[src/rtl/ctlbank_pkg.sv]
package ctlbank_pkg;
  localparam int DATA_W   = 32;
  localparam int ADDR_W   = 4;
  localparam int QUAL_BIT = DATA_W - 1;

  typedef logic [DATA_W-1:0] word_t;

  localparam logic [ADDR_W-1:0] A_SWCTL   = ADDR_W'(0);
  localparam logic [ADDR_W-1:0] A_EVSTAT  = ADDR_W'(1);
  localparam logic [ADDR_W-1:0] A_LOCKCFG = ADDR_W'(2);
  localparam logic [ADDR_W-1:0] A_QCTL    = ADDR_W'(3);

  // Mask with the low w bits set.
  function automatic word_t low_mask(input int w);
    word_t m;
    for (int i = 0; i < DATA_W; i++) m[i] = (i < w);
    return m;
  endfunction

  // Next value of a clear-on-one bit group: set has priority over clear.
  function automatic word_t rw1c_next(input word_t q, input word_t set, input word_t clr);
    return (q & ~clr) | set;
  endfunction
endpackage

[src/rtl/ctlbank_rw1c.sv]
module ctlbank_rw1c #(
  parameter int W = 8
) (
  input  logic         clk,
  input  logic         rst_n,
  input  logic         wr_hit,
  input  logic [W-1:0] wdata,
  input  logic [W-1:0] set,
  output logic [W-1:0] q
);
  import ctlbank_pkg::*;

  logic [W-1:0] clr_v;
  logic [W-1:0] nxt;
  word_t        nxt_w;

  assign clr_v = wr_hit ? wdata : '0;
  assign nxt_w = rw1c_next(word_t'(q), word_t'(set), word_t'(clr_v));
  assign nxt   = nxt_w[W-1:0];

  for (genvar i = 0; i < W; i++) begin : g_bit
    always_ff @(posedge clk) begin
      if (!rst_n) q[i] <= 1'b0;
      else        q[i] <= nxt[i];
    end
  end


  hold_chk: assert property (@(posedge clk) disable iff (!rst_n)
    1'b1 |=> ((($past(q) & ~$past(clr_v)) & ~q) == '0));

  set_wins_chk: assert property (@(posedge clk) disable iff (!rst_n)
    1'b1 |=> (($past(set) & ~q) == '0));

  zero_write_chk: assert property (@(posedge clk) disable iff (!rst_n)
    wr_hit |=> (((($past(q) ^ q) & ~$past(wdata)) & ~$past(set)) == '0));
endmodule

[src/rtl/ctlbank_lockreg.sv]
module ctlbank_lockreg #(
  parameter int W = 16
) (
  input  logic         clk,
  input  logic         rst_fund_n,
  input  logic         rst_hot_n,
  input  logic         unlock,
  input  logic         wr_hit,
  input  logic [W-1:0] wdata,
  output logic [W-1:0] q
);
  logic wr_ok;

  assign wr_ok = wr_hit && unlock && rst_hot_n;

  always_ff @(posedge clk) begin
    if (!rst_fund_n) q <= '0;
    else if (wr_ok)  q <= wdata;
  end


  locked_stable_chk: assert property (@(posedge clk) disable iff (!rst_fund_n)
    !unlock |=> $stable(q));

  sticky_hot_chk: assert property (@(posedge clk) disable iff (!rst_fund_n)
    !rst_hot_n |=> $stable(q));
endmodule

[src/rtl/ctlbank_qualreg.sv]
module ctlbank_qualreg #(
  parameter int W = 12
) (
  input  logic         clk,
  input  logic         rst_n,
  input  logic         wr_hit,
  input  logic         qual,
  input  logic [W-1:0] wdata,
  output logic [W-1:0] q
);
  logic wr_ok;

  assign wr_ok = wr_hit && qual;

  always_ff @(posedge clk) begin
    if (!rst_n)     q <= '0;
    else if (wr_ok) q <= wdata;
  end


  unqualified_chk: assert property (@(posedge clk) disable iff (!rst_n)
    (wr_hit && !qual) |=> $stable(q));
endmodule

[src/rtl/ctlbank.sv]
module ctlbank #(
  parameter int STAT_W = 8,
  parameter int LOCK_W = 16,
  parameter int QCTL_W = 12
) (
  input  logic                             clk,
  input  logic                             rst_fund_n,
  input  logic                             rst_hot_n,
  input  logic [ctlbank_pkg::ADDR_W-1:0]   addr,
  input  logic                             wr_en,
  input  logic [ctlbank_pkg::DATA_W-1:0]   wdata,
  input  logic [STAT_W-1:0]                hw_event,
  output logic [ctlbank_pkg::DATA_W-1:0]   rdata
);
  import ctlbank_pkg::*;

  localparam word_t STAT_MASK = low_mask(STAT_W);
  localparam word_t LOCK_MASK = low_mask(LOCK_W);
  localparam word_t QCTL_MASK = low_mask(QCTL_W);

  initial begin
    if (STAT_W > DATA_W || LOCK_W > DATA_W || QCTL_W > DATA_W - 1)
      $error("ctlbank: field width exceeds word");
  end

  // Named internal events.
  logic nonsticky_rst_n;
  logic hit_swctl, hit_stat, hit_lock, hit_qctl;
  logic unlock_q;
  logic [STAT_W-1:0] stat_q;
  logic [LOCK_W-1:0] lock_q;
  logic [QCTL_W-1:0] qctl_q;

  assign nonsticky_rst_n = rst_fund_n && rst_hot_n;
  assign hit_swctl = wr_en && (addr == A_SWCTL);
  assign hit_stat  = wr_en && (addr == A_EVSTAT);
  assign hit_lock  = wr_en && (addr == A_LOCKCFG);
  assign hit_qctl  = wr_en && (addr == A_QCTL);

  always_ff @(posedge clk) begin
    if (!nonsticky_rst_n) unlock_q <= 1'b0;
    else if (hit_swctl)   unlock_q <= wdata[0];
  end

  ctlbank_rw1c #(.W(STAT_W)) u_stat (
    .clk    (clk),
    .rst_n  (nonsticky_rst_n),
    .wr_hit (hit_stat),
    .wdata  (wdata[STAT_W-1:0]),
    .set    (hw_event),
    .q      (stat_q)
  );

  ctlbank_lockreg #(.W(LOCK_W)) u_lock (
    .clk        (clk),
    .rst_fund_n (rst_fund_n),
    .rst_hot_n  (rst_hot_n),
    .unlock     (unlock_q),
    .wr_hit     (hit_lock),
    .wdata      (wdata[LOCK_W-1:0]),
    .q          (lock_q)
  );

  ctlbank_qualreg #(.W(QCTL_W)) u_qctl (
    .clk    (clk),
    .rst_n  (nonsticky_rst_n),
    .wr_hit (hit_qctl),
    .qual   (wdata[QUAL_BIT]),
    .wdata  (wdata[QCTL_W-1:0]),
    .q      (qctl_q)
  );

  always_comb begin
    unique case (addr)
      A_SWCTL:   rdata = word_t'(unlock_q);
      A_EVSTAT:  rdata = word_t'(stat_q)  & STAT_MASK;
      A_LOCKCFG: rdata = word_t'(lock_q)  & LOCK_MASK;
      A_QCTL:    rdata = word_t'(qctl_q)  & QCTL_MASK;
      default:   rdata = '0;
    endcase
  end


  unlock_hot_clear_chk: assert property (@(posedge clk) disable iff (!rst_fund_n)
    !rst_hot_n |=> !unlock_q);

  unlock_write_chk: assert property (@(posedge clk) disable iff (!nonsticky_rst_n)
    hit_swctl |=> (unlock_q == $past(wdata[0])));

  unmapped_write_chk: assert property (@(posedge clk) disable iff (!nonsticky_rst_n)
    (wr_en && addr > A_QCTL) |=> ($stable(lock_q) && $stable(qctl_q) && $stable(unlock_q)));
endmodule

[config.mk]
export PLATFORM = sky130hd
export DESIGN_NAME = ctlbank
export DESIGN_NICKNAME = d
export VERILOG_FILES = /design/src/rtl/ctlbank_pkg.sv /design/src/rtl/ctlbank_rw1c.sv /design/src/rtl/ctlbank_lockreg.sv /design/src/rtl/ctlbank_qualreg.sv /design/src/rtl/ctlbank.sv
export SDC_FILE = /design/constraint.sdc
export NUM_CORES = 1
export LEC_CHECK = 0
export BUFFER_PORTS_ARGS = -buffer_cell sky130_fd_sc_hd__buf_2
export CORE_UTILIZATION = 51
export DETAILED_ROUTE_END_ITERATION = 6
export MAX_ROUTING_LAYER = met4
export PLACE_DENSITY = 0.84
export SLEW_MARGIN = 25
export SYNTH_ARGS = -nofsm -noshare
export SYNTH_HDL_FRONTEND = slang
export SYNTH_SLANG_ARGS = --single-unit
[constraint.sdc]
create_clock -name clk -period 3.2 [get_ports clk]
set_input_delay 0.64 -clock clk [delete_from_list [all_inputs] [get_ports clk]]
set_output_delay 0.64 -clock clk [all_outputs]
set_load 0.01 [all_outputs]
After elaboration in Yosys (flattened, before gate mapping)
Index checks and enable logic that the tools add are counted.
- register bits after elaboration: 37
- input bits: 48
- eq/ne operators: 3
- muxes and demuxes: 2
- bitwise operators: 3
- reductions and logical operators: 9
- operators by type and width (cell ; count):
    $pmux W16 S4 ; 1
    $and A8 B8 Y8 ; 1
    $eq A4 B2 Y1 const B ; 2
    $logic_and A1 B1 Y1 ; 8
    $mux W8 ; 1
    $not A8 Y8 ; 1
    $or A8 B8 Y8 ; 1
    $eq A4 B1 Y1 const B ; 1
    $logic_not A4 Y1 ; 1

Longest topological paths before layout
Gate-level depths: netlist of the first run.
- word-level depth: 6
- depth in mapped cells: 5

Modules after synthesis
A second synthesis of the first run with hierarchy kept.
- cells, all modules: 229
- area, all modules: 1984.4 um^2
- by module, submodules not included (module ; times used ; cells each ; area an instance (um^2)):
    ctlbank_lockreg ; 1 ; 70 ; 651.9
    ctlbank ; 1 ; 72 ; 536.8
    ctlbank_qualreg ; 1 ; 54 ; 510.5
    ctlbank_rw1c ; 1 ; 33 ; 285.3

Least setup slack after synthesis of the first run
Ideal clock, no wire load.
- path kind: input to output
- start: in addr[1] (netlist bit)
- end: out rdata[1] (netlist bit)
- arrival time: 1.369 ns
- path slack: 1.191 ns
- stages on the path: 4
- buffers on the path: 1
- cells stage by stage: buf_2 > mux2_2 > a22oi_1 > nor2_1
- cells in the longest elaborated chain, start to end: 2
- elaborated cells on any way between the ends: 5
- ends and longest elaborated chain (what ; RTL line ; text):
    from (decl) ; ctlbank.sv:9 ; input logic [ctlbank_pkg::ADDR_W-1:0] addr,
    $eq A4 B2 Y1 (tied with other cells) ; ctlbank.sv:74 ; unique case (addr)
    $pmux W16 S4 * ; ctlbank.sv:74 ;
    to (decl) ; ctlbank.sv:13 ; output logic [ctlbank_pkg::DATA_W-1:0] rdata
Mark *: on every way between the ends. The rest lies on a longest branch, timed or not.

Final worst setup path of the first run
- start: in addr[0] (netlist bit)
- end: out rdata[2] (netlist bit)
Same word-level chain as after synthesis.

==> impl_results.md, run 1 <==
* Status: finished clean
* Sink Count at 37
* Layout cells sized above 1 at 25.00%
* FF+latch count, synth at 37
* Fmax at 0.4026 GHz
* Post-CTS Setup Bufs at 0
* Final nets at about 330
* EDFF count, synth at 0
* Final setup TNS at 0 ns
* Gr ovfl total at 0
* Design Power at 875.7 µW
* Worst skew pair latency at 0.30 ns
* CTS Buffer Depth at 2
* Mapped Cells at 239
* Startpoint Class: primary input
* TritonCTS clock tree: built
* Routed vias at 1764
* Initial DRT Pass Iterations at 5
* RSZ-0062 raised after global routing: false
* Final hold slack at 0.4571 ns
* Crit share post-route at around 78%
* Root buffer cell: clkbuf_8
* Slew HR at 62.14%
* Most used cell, CP: buf_2
* Vias in the first global route at 1652
* Post-CTS resize count at 0
* Max-cap violation count at 0
* Antenna diodes at 0
* Starting Density at 52.97%
* Critical-path cell list: buf_2 > nor2b_1 > buf_4 > a22oi_1 > nor2_1 > buf_2
* Peak VDD IR at 0.2183 mV
* Max stage delay on crit path at 0.42 ns
* Area delta synth->final at 13.42%
* Worst Hold Class: flop to flop
* Commonest non-fill, non-tap cell in the layout: buf_2
* Library cells used by synthesis at 26
* Height of the die at 63.67 µm
* Core area at 0.003661 mm²
* Mapped Area at 0.001939 mm²
* Hpwl dp at 3078 µm
* Slew @ Worst Pin at 0.5680 ns
* DRT Wirelength at 4253 µm
* Initial antenna violation count at 0
* Row cnt at 22
* Worst endpoint required time at 2.56 ns
* Syn_area_per_cell at 8.114 µm²
* CP Max Fanout at 25
* Full die area at 0.004053 mm²
* Met2 Use GR at 40.82%
* Critical-path top delay cell: buf_2
* CTS clk-pin slew, worst paths at approximately 0.070 ns
* Largest net degree at the start of global routing at 35
* I/O Buffers at 48
* Worst Path Arrival at 1.84 ns
* Post-synth top flop: dfxtp_1
* Static Leak at 0.9400 nW
* Initial DRC Count at roughly 110
* Most frequent cells in the layout: buf_2 (48), nand2_1 (44), dfxtp_1 (37), nor2_1 (20), mux2i_1 (20)
* Ports at 80
* Crit Path Category: primary input to output pin
* H-tree levels at 2
* Global-route wire length before repair at ~7300 µm
* Setup crit end kind: output pin
* Final Wtd Congestion at between 0.7 and 0.8
* Inserted Clock Buffers at 5
* Hold Buf Count CTS at 0
* Busiest grt layer: met2
* Chip width at 63.67 µm
* Antenna viol nets, final at 0
* Final Hold Violating Endpoints at 0
* # DRC at 0
* Grt met3 use at 5.616%
* Post-layout min period at 2.484 ns
* Met1 Resource Use GR at between 20% and 30%
* WL/cell at 12.97 µm
* Power density over the cells at 398.1 mW/mm²
* Gr usage total at 23.92%
* FFs w/ async S/R, synth at 0%
* Setup-failing EPs final at 0
* Slew Viols, Final at 0
* Ys Warns at 0
* Clock skew at 0.005064 ns
* FILL cells at around 330
* Vias/cell at 5.378
* Seq/Total Area, Yosys at a little under two fifths
-- worst max-delay path, delay by kind of cell --
family	cells	cell delay (ns)
buffers and inverters	3	0.76
and+or+nand+nor	2	0.26
AOI/OAI and AO/OA	1	0.19
-- cells by family after synthesis --
| family | count (synthesis) | share of synthesized area, % |
|---|---|---|
| compound gates | 41 | 12.26 |
| other cells | 1 | 0.1934 |
| buf+inv | 34 | 10.77 |
| mux | 28 | 15.74 |
| flops | 37 | 38.19 |
| simple gates | 98 | 22.84 |
-- sequential cells by signal, summed over array words and instances (netlist names) --
name,count
unlock_q,1
u_lock.q,16
u_qctl.q,12
u_stat.q,8
-- routing by layer --
layer,share of wire [%],vias up,routed length (µm)
li1,-,861,-
met1,44,836,1855
met2,49,60,2074
met3,6.1,7,261
met4,1.4,0,61
met5,0,-,0
-- where the power goes --
part | switching [mW] | leakage (nW) | internal (mW)
registers | 0.00258 | 0.299 | 0.466
logic | 0.0609 | 0.596 | 0.0315
clock network | 0.164 | 0.0450 | 0.151
-- synthesized netlist by cell type (7+ instances only) --
library cell  instances  area, µm²
nand3_1              12      60.06
clkbuf_1             10      37.54
dfxtp_1              37      740.7
mux2_2                7      78.83
a22oi_1               7      52.55
a21oi_1              12      60.06
nand2_1              44      165.2
buf_4                18      135.1
o21ai_0              19      95.09
nor2_1               20      75.07
nor3_1                8      40.04
mux2i_1              20      200.2
-- through the flow --
step	cells	setup WS (ns)	util, %	area [µm²]
after CTS	328	0.7201	60.08	2200
after global placement	320	0.7239	57.83	2117
after detailed placement	320	0.7254	57.83	2117
final	328	0.7161	60.08	2200
after floorplan	254	1.191	-	1996
after global routing	328	0.6220	60.08	2200
-- worst paths after layout --
kind                               endpoint   startpoint  slack (ns)  cells after the start
worst max-delay path               rdata[2]      addr[0]        0.72                      6
worst min-delay path            u_lock.q[8]  u_lock.q[8]        0.46                      2
worst max register to register  u_lock.q[6]     unlock_q        2.02                      4
worst min register to register  u_lock.q[8]  u_lock.q[8]        0.46                      2
-- final cells by class --
| type | instances | area (µm²) | area share, % |
|---|---|---|---|
| clock inverters | 2 | 10.01 | 0.4551 |
| repair buffers | 52 | 270.3 | 12.29 |
| multi-input cells | 183 | 1046 | 47.55 |
| well taps | 48 | 60.06 | 2.730 |
| flip-flops and latches | 37 | 740.7 | 33.67 |
| clock buffers | 6 | 72.57 | 3.299 |
Power figures use the tool's default switching activity.
==> run 2: changes to the inputs <==
Settings changed: CORE_UTILIZATION 51 to 48, PLACE_DENSITY 0.84 to 0.8.
Clock period 3.2 ns to 2.3 ns, I/O delays scaled along.
==> impl_results.md, run 2 (synthesis gave the netlist of run 1 again) <==
* Status: finished clean (unchanged)
* Routed vias at 1761 (was 1764)
* DRT Wirelength at 4416 µm (was 4253 µm)
* TritonCTS clock tree: built (unchanged)
* CP Max Fanout at 13 (was 25)
* Fmax at 0.4813 GHz
* Layout cells sized above 1 at 25.27% (was 25.00%)
* Clock skew at 0.008867 ns (was 0.005064 ns)
* Initial antenna violation count at 0 (unchanged)
* Final Core Density at 59.42% (was 60.08%)
* Most flops, register: u_lock.q (unchanged)
* CTS Buffer Depth at 2 (unchanged)
* Sink Count at 37 (unchanged)
* Post-layout min period at about 2.1 ns
* CP Launch Point: addr[1] (was addr[0])
* Worst skew pair latency at 0.30 ns (about the same)
* Global-route wire length before repair at 7527 µm (was 7314 µm)
* Vias in the first global route at 1628 (was 1652)
* Power density over the cells at 611.0 mW/mm² (was 398.1 mW/mm²)
* Vias/cell at 5.353 (was 5.378)
* Worst R2R Start: unlock_q (unchanged)
* Antenna viol nets, final at 0 (unchanged)
* Cell Count, Final, Fillers Out at 329 (was 328)
* Slew Viols, Final at 0 (unchanged)
* Post-CTS Setup Bufs at 0 (unchanged)
* Top Registers: u_lock.q (16), u_qctl.q (12), u_stat.q (8) (unchanged)
* Final Wtd Congestion at 0.8023 (was 0.7752)
* Gr ovfl total at 0 (unchanged)
* Worst Path Arrival at 1.62 ns (was 1.84 ns)
* Root buffer cell: clkbuf_8 (unchanged)
* Hold Buf Count CTS at 0 (unchanged)
* Antenna diodes at 0 (unchanged)
* Ports at 80 (unchanged)
* Max-cap violation count at 0 (unchanged)
* Critical Path End: rdata[0] (was rdata[2])
* Crit Path Category: primary input to output pin (unchanged)
* Final Hold Violating Endpoints at 0 (unchanged)
* Height of the die at 65.57 µm (was 63.67 µm)
* Crit share post-route at 90.33%
* Initial DRT Pass Iterations at 4 (was 5)
* RSZ-0062 raised after global routing: false (unchanged)
* Post-CTS resize count at 0 (unchanged)
* Most frequent cells in the layout: buf_2 (48), nand2_1 (44), dfxtp_1 (37), nor2_1 (20), mux2i_1 (20) (unchanged)
* Startpoint Class: primary input (unchanged)
* Row cnt at 22 (unchanged)
* Chip width at 65.57 µm (was 63.67 µm)
* Hpwl dp at 3114 µm (was 3078 µm)
* Peak VDD IR at 0.3591 mV (was 0.2183 mV)
* H-tree levels at 2 (unchanged)
* WL/cell at 13.42 µm (was 12.97 µm)
* CTS clk-pin slew, worst paths at 0.08 ns (was 0.07 ns)
* Static Leak at 0.9580 nW (was 0.9400 nW)
* Largest register FFs at 16 (unchanged)
* Placed insts at 321 (was 320)
* # DRC at 0 (unchanged)
* Gr usage total at 23.80% (was 23.92%)
* Grt met3 use at 4.340% (was 5.616%)
* Final setup TNS at 0 ns (unchanged)
* Commonest non-fill, non-tap cell in the layout: buf_2 (unchanged)
* Busiest grt layer: met2 (unchanged)
* Met2 Use GR at 38.53% (was 40.82%)
* Inserted Clock Buffers at 5 (unchanged)
* Setup crit end kind: output pin (unchanged)
* Area delta synth->final at 15.55% (was 13.42%)
* Initial DRC Count at 89 (was 112)
* Starting Density at 51.43% (was 52.97%)
* R2r setup slk at 1.10 ns (was 2.02 ns)
* Met1 Resource Use GR at 29.04% (was 26.40%)
* Final nets at 328 (was 327)
* R2R cell count at 4 (unchanged)
* Full die area at 0.004299 mm² (was 0.004053 mm²)
* Setup-failing EPs final at 0 (unchanged)
* I/O Buffers at 48 (unchanged)
* Core area at 0.003771 mm² (was 0.003661 mm²)
* Worst endpoint required time at 1.84 ns (was 2.56 ns)
* Capturing point of the worst reg2reg path: u_lock.q[4] (was u_lock.q[6])
* Largest net degree at the start of global routing at 25 (was 35)
* Worst Hold Class: primary input to flop (was flop to flop)
## run 2: changes by cell type in the layout (fill, tap and decap cells not counted)
cell / before / now
clkinv_2: 2 / 0
bufinv_16: 0 / 1
clkbuf_8: 5 / 6
buf_4: 4 / 5
## run 2: critical path, cell delays in order
cell and delay [ns]:
buf_2 0.26, mux4_1 0.60, and2_1 0.17, buf_2 0.13
## run 2: final cells by class
type                            count  area [µm²]
Sequential cell                    37       740.7
Tap cell                           48       60.06
Fill cell                         345        1530
Timing Repair Buffer               53       277.8
Clock inverter                      1       30.03
Multi-Input combinational cell    183        1046
Clock buffer                        7       86.33
## run 2: per-stage QoR
step	hold slack, ns	worst slack [ns]	area (µm²)	total power, mW
floorplan	0.4299	0.6512	1996	0.7621
finish	0.4002	0.2224	2241	1.369
global route	0.4116	0.1890	2241	1.417
detailed placement	0.4462	0.2230	2125	0.7958
CTS	0.4059	0.2138	2241	1.371
global placement	0.4384	0.2383	2125	0.7943
## run 2: routing by layer
layer | wire length, µm | up-vias | share of wire [%]
met1 | 2067 | 831 | 47
met3 | 240 | 7 | 5.4
met2 | 2030 | 56 | 46
met5 | 0 | - | 0
met4 | 77 | 0 | 1.7
li1 | - | 867 | -
## run 2: worst min-delay path by stage
stage	endpoint	depth (start not counted)	slack (ns)	start
after global routing	u_lock.q[15]	3	0.41	wdata[15]
after detailed placement	u_lock.q[13]	2	0.45	u_lock.q[13]
final	u_lock.q[14]	3	0.40	wdata[14]
after floorplan	u_lock.q[0]	2	0.43	u_lock.q[0]
after CTS	u_lock.q[14]	3	0.41	wdata[14]
after global placement	u_lock.q[12]	2	0.44	u_lock.q[12]
## run 2: report_power, final
group	internal [mW]	switching, mW	leakage (nW)	total [mW]
sequential	0.648	0.00382	0.299	0.651
clock	0.354	0.234	0.0585	0.587
combinational	0.0449	0.0856	0.600	0.131
total	1.05	0.323	0.958	1.37
==> run 3: changes to the inputs <==
Settings changed: RECOVER_POWER from default to 100.
==> impl_results.md, run 3 (synthesis gave the netlist of run 1 again) <==
* Final nets at 328 (unchanged)
* Chip width at 65.57 µm (unchanged)
* Most flops, register: u_lock.q (unchanged)
* Cell area after layout at 0.002208 mm² (was 0.002241 mm²)
* Most frequent cells in the layout: nand2_1 (44), dfxtp_1 (37), buf_2 (32) (was buf_2 (48), nand2_1 (44), dfxtp_1 (37), nor2_1 (20), mux2i_1 (20))
* Final setup TNS at 0 ns (unchanged)
* Slew Viols, Final at 0 (unchanged)
* Max-cap violation count at 0 (unchanged)
* Ports at 80 (unchanged)
* Max stage delay on crit path at 0.60 ns (about the same)
* Routed vias at 1759 (was 1761)
* Antenna diodes at 0 (unchanged)
* Multi-input logic area at 0.001041 mm² (was 0.001046 mm²)
* Placed insts at 321 (unchanged)
* Final hold slack at 0.3996 ns (was 0.4002 ns)
* Final Core Density at 58.56% (was 59.42%)
* Slew @ Worst Pin at a little under 0.7 ns
* Post-CTS Setup Bufs at 0 (unchanged)
* Peak VDD IR at 0.3502 mV (was 0.3591 mV)
* Full die area at 0.004299 mm² (unchanged)
* Clock skew at 0.008804 ns (was 0.008867 ns)
* Worst endpoint required time at 1.84 ns (about the same)
* Top Registers: u_lock.q (16), u_qctl.q (12), u_stat.q (8) (unchanged)
* Worst skew pair latency at 0.30 ns (about the same)
* Global-route wire length before repair at 7527 µm (unchanged)
* Setup-failing EPs final at 0 (unchanged)
* Setup crit end kind: output pin (unchanged)
* Height of the die at 65.57 µm (unchanged)
* Fmax at 0.4819 GHz (was 0.4813 GHz)
* TritonCTS clock tree: built (unchanged)
* Register area at 740.7 µm² (unchanged)
* Cell Count, Final, Fillers Out at 329 (unchanged)
* Root buffer cell: clkbuf_8 (unchanged)
* FILL cells at 355 (was 345)
* Critical-path top delay cell: mux4_1 (unchanged)
* Status: finished clean (unchanged)
* Starting Density at 51.43% (unchanged)
* # DRC at 0 (unchanged)
* Design Power at 1.367 mW (was 1.369 mW)
* Worst Hold Class: primary input to flop (unchanged)
* Initial antenna violation count at 0 (unchanged)
* Crit share post-route at 90.22% (was 90.33%)
* Slew HR at a little over half
* CTS clk-pin slew, worst paths at 0.07 ns (was 0.08 ns)
* Area delta synth->final at 13.87% (was 15.55%)
* Vias in the first global route at 1628 (unchanged)
* Initial DRT Pass Iterations at 4 (unchanged)
* Hold Buf Count CTS at 0 (unchanged)
* Final worst slack at 0.2250 ns (was 0.2224 ns)
* Place WS at 0.2230 ns (unchanged)
* Post-layout min period at 2.075 ns (was 2.078 ns)
* Row cnt at 22 (unchanged)
* Worst Path Arrival at 1.61 ns (was 1.62 ns)
* Final Wtd Congestion at 0.8023 (unchanged)
* DRT Wirelength at 4375 µm (was 4416 µm)
* Hpwl dp at 3114 µm (unchanged)
* RSZ-0062 raised after global routing: false (unchanged)
* Largest register FFs at 16 (unchanged)
* Inserted Clock Buffers at 5 (unchanged)
* CP Max Fanout at 13 (unchanged)
* CTS Buffer Depth at 2 (unchanged)
* Vias/cell at 5.347 (was 5.353)
* Final Hold Violating Endpoints at 0 (unchanged)
* Power density over the cells at 619.1 mW/mm² (was 611.0 mW/mm²)
* WL/cell at 13.30 µm (was 13.42 µm)
* Critical-path cell list: buf_2 > mux4_1 > and2_1 > clkbuf_1 (was buf_2 > mux4_1 > and2_1 > buf_2)
* Gr ovfl total at 0 (unchanged)
* Placed Area at 0.002125 mm² (unchanged)
* H-tree levels at 2 (unchanged)
* Family with the most delay on the worst path: multiplexers (unchanged)
* I/O Buffers at 48 (unchanged)
* Gr usage total at 23.80% (unchanged)
* Initial DRC Count at 70 (was 89)
* Antenna viol nets, final at 0 (unchanged)
* Startpoint Class: primary input (unchanged)
* Core area at 0.003771 mm² (unchanged)
* Static Leak at 0.8748 nW (was 0.9580 nW)
* Layout cells sized above 1 at 18.51% (was 25.27%)
* Crit Path Category: primary input to output pin (unchanged)
* Post-CTS resize count at 0 (unchanged)
* Commonest non-fill, non-tap cell in the layout: nand2_1 (was buf_2)
* Largest net degree at the start of global routing at 25 (unchanged)
* Sink Count at 37 (unchanged)
* Buf/Inv on CP at 2 (unchanged)
==> run 3: cell count changes in the layout (fill, tap and decap cells not counted) <==
| cell | previous run | this run |
|---|---|---|
| buf_2 | 48 | 32 |
| buf_4 | 5 | 3 |
| clkbuf_1 | 1 | 19 |
| o211ai_1 | 0 | 1 |
| o211ai_2 | 1 | 0 |
| o21ai_0 | 19 | 20 |
| o21ai_1 | 1 | 0 |
==> run 3: worst paths after layout <==
check | from | to | slack (ns) | cells after the start
max | addr[1] | rdata[0] | 0.23 | 4
min | wdata[14] | u_lock.q[14] | 0.40 | 3
max reg2reg | unlock_q | u_lock.q[3] | 0.75 | 4
min reg2reg | u_lock.q[13] | u_lock.q[13] | 0.46 | 2
==> run 3: layer usage <==
metal	up-vias	track usage, %	wire length (µm)
met5	-	-	0
met4	0	9.783	77
li1	869	-	-
met1	833	29.04	2063
met2	50	38.53	2017
met3	7	4.340	217
==> run 3: where the power goes <==
part | switching (mW) | internal [mW] | total (mW)
Clock | 0.233 | 0.354 | 0.586
Combinational | 0.0851 | 0.0446 | 0.130
Sequential | 0.00373 | 0.648 | 0.651
==> run 3: layout make-up <==
type	instances	area share [%]
multi-input combinational	183	47.14
sequential	37	33.54
timing repair buffer	53	11.33
clock buffer	7	3.909
tap	48	2.720
clock inverter	1	1.360
==> run 3: worst register-to-register path: stages, from the launching register on <==
cell      delay, ns
dfxtp_1        0.35
and3_1         0.14
and3_1         0.17
clkbuf_1       0.54
mux2i_1        0.26
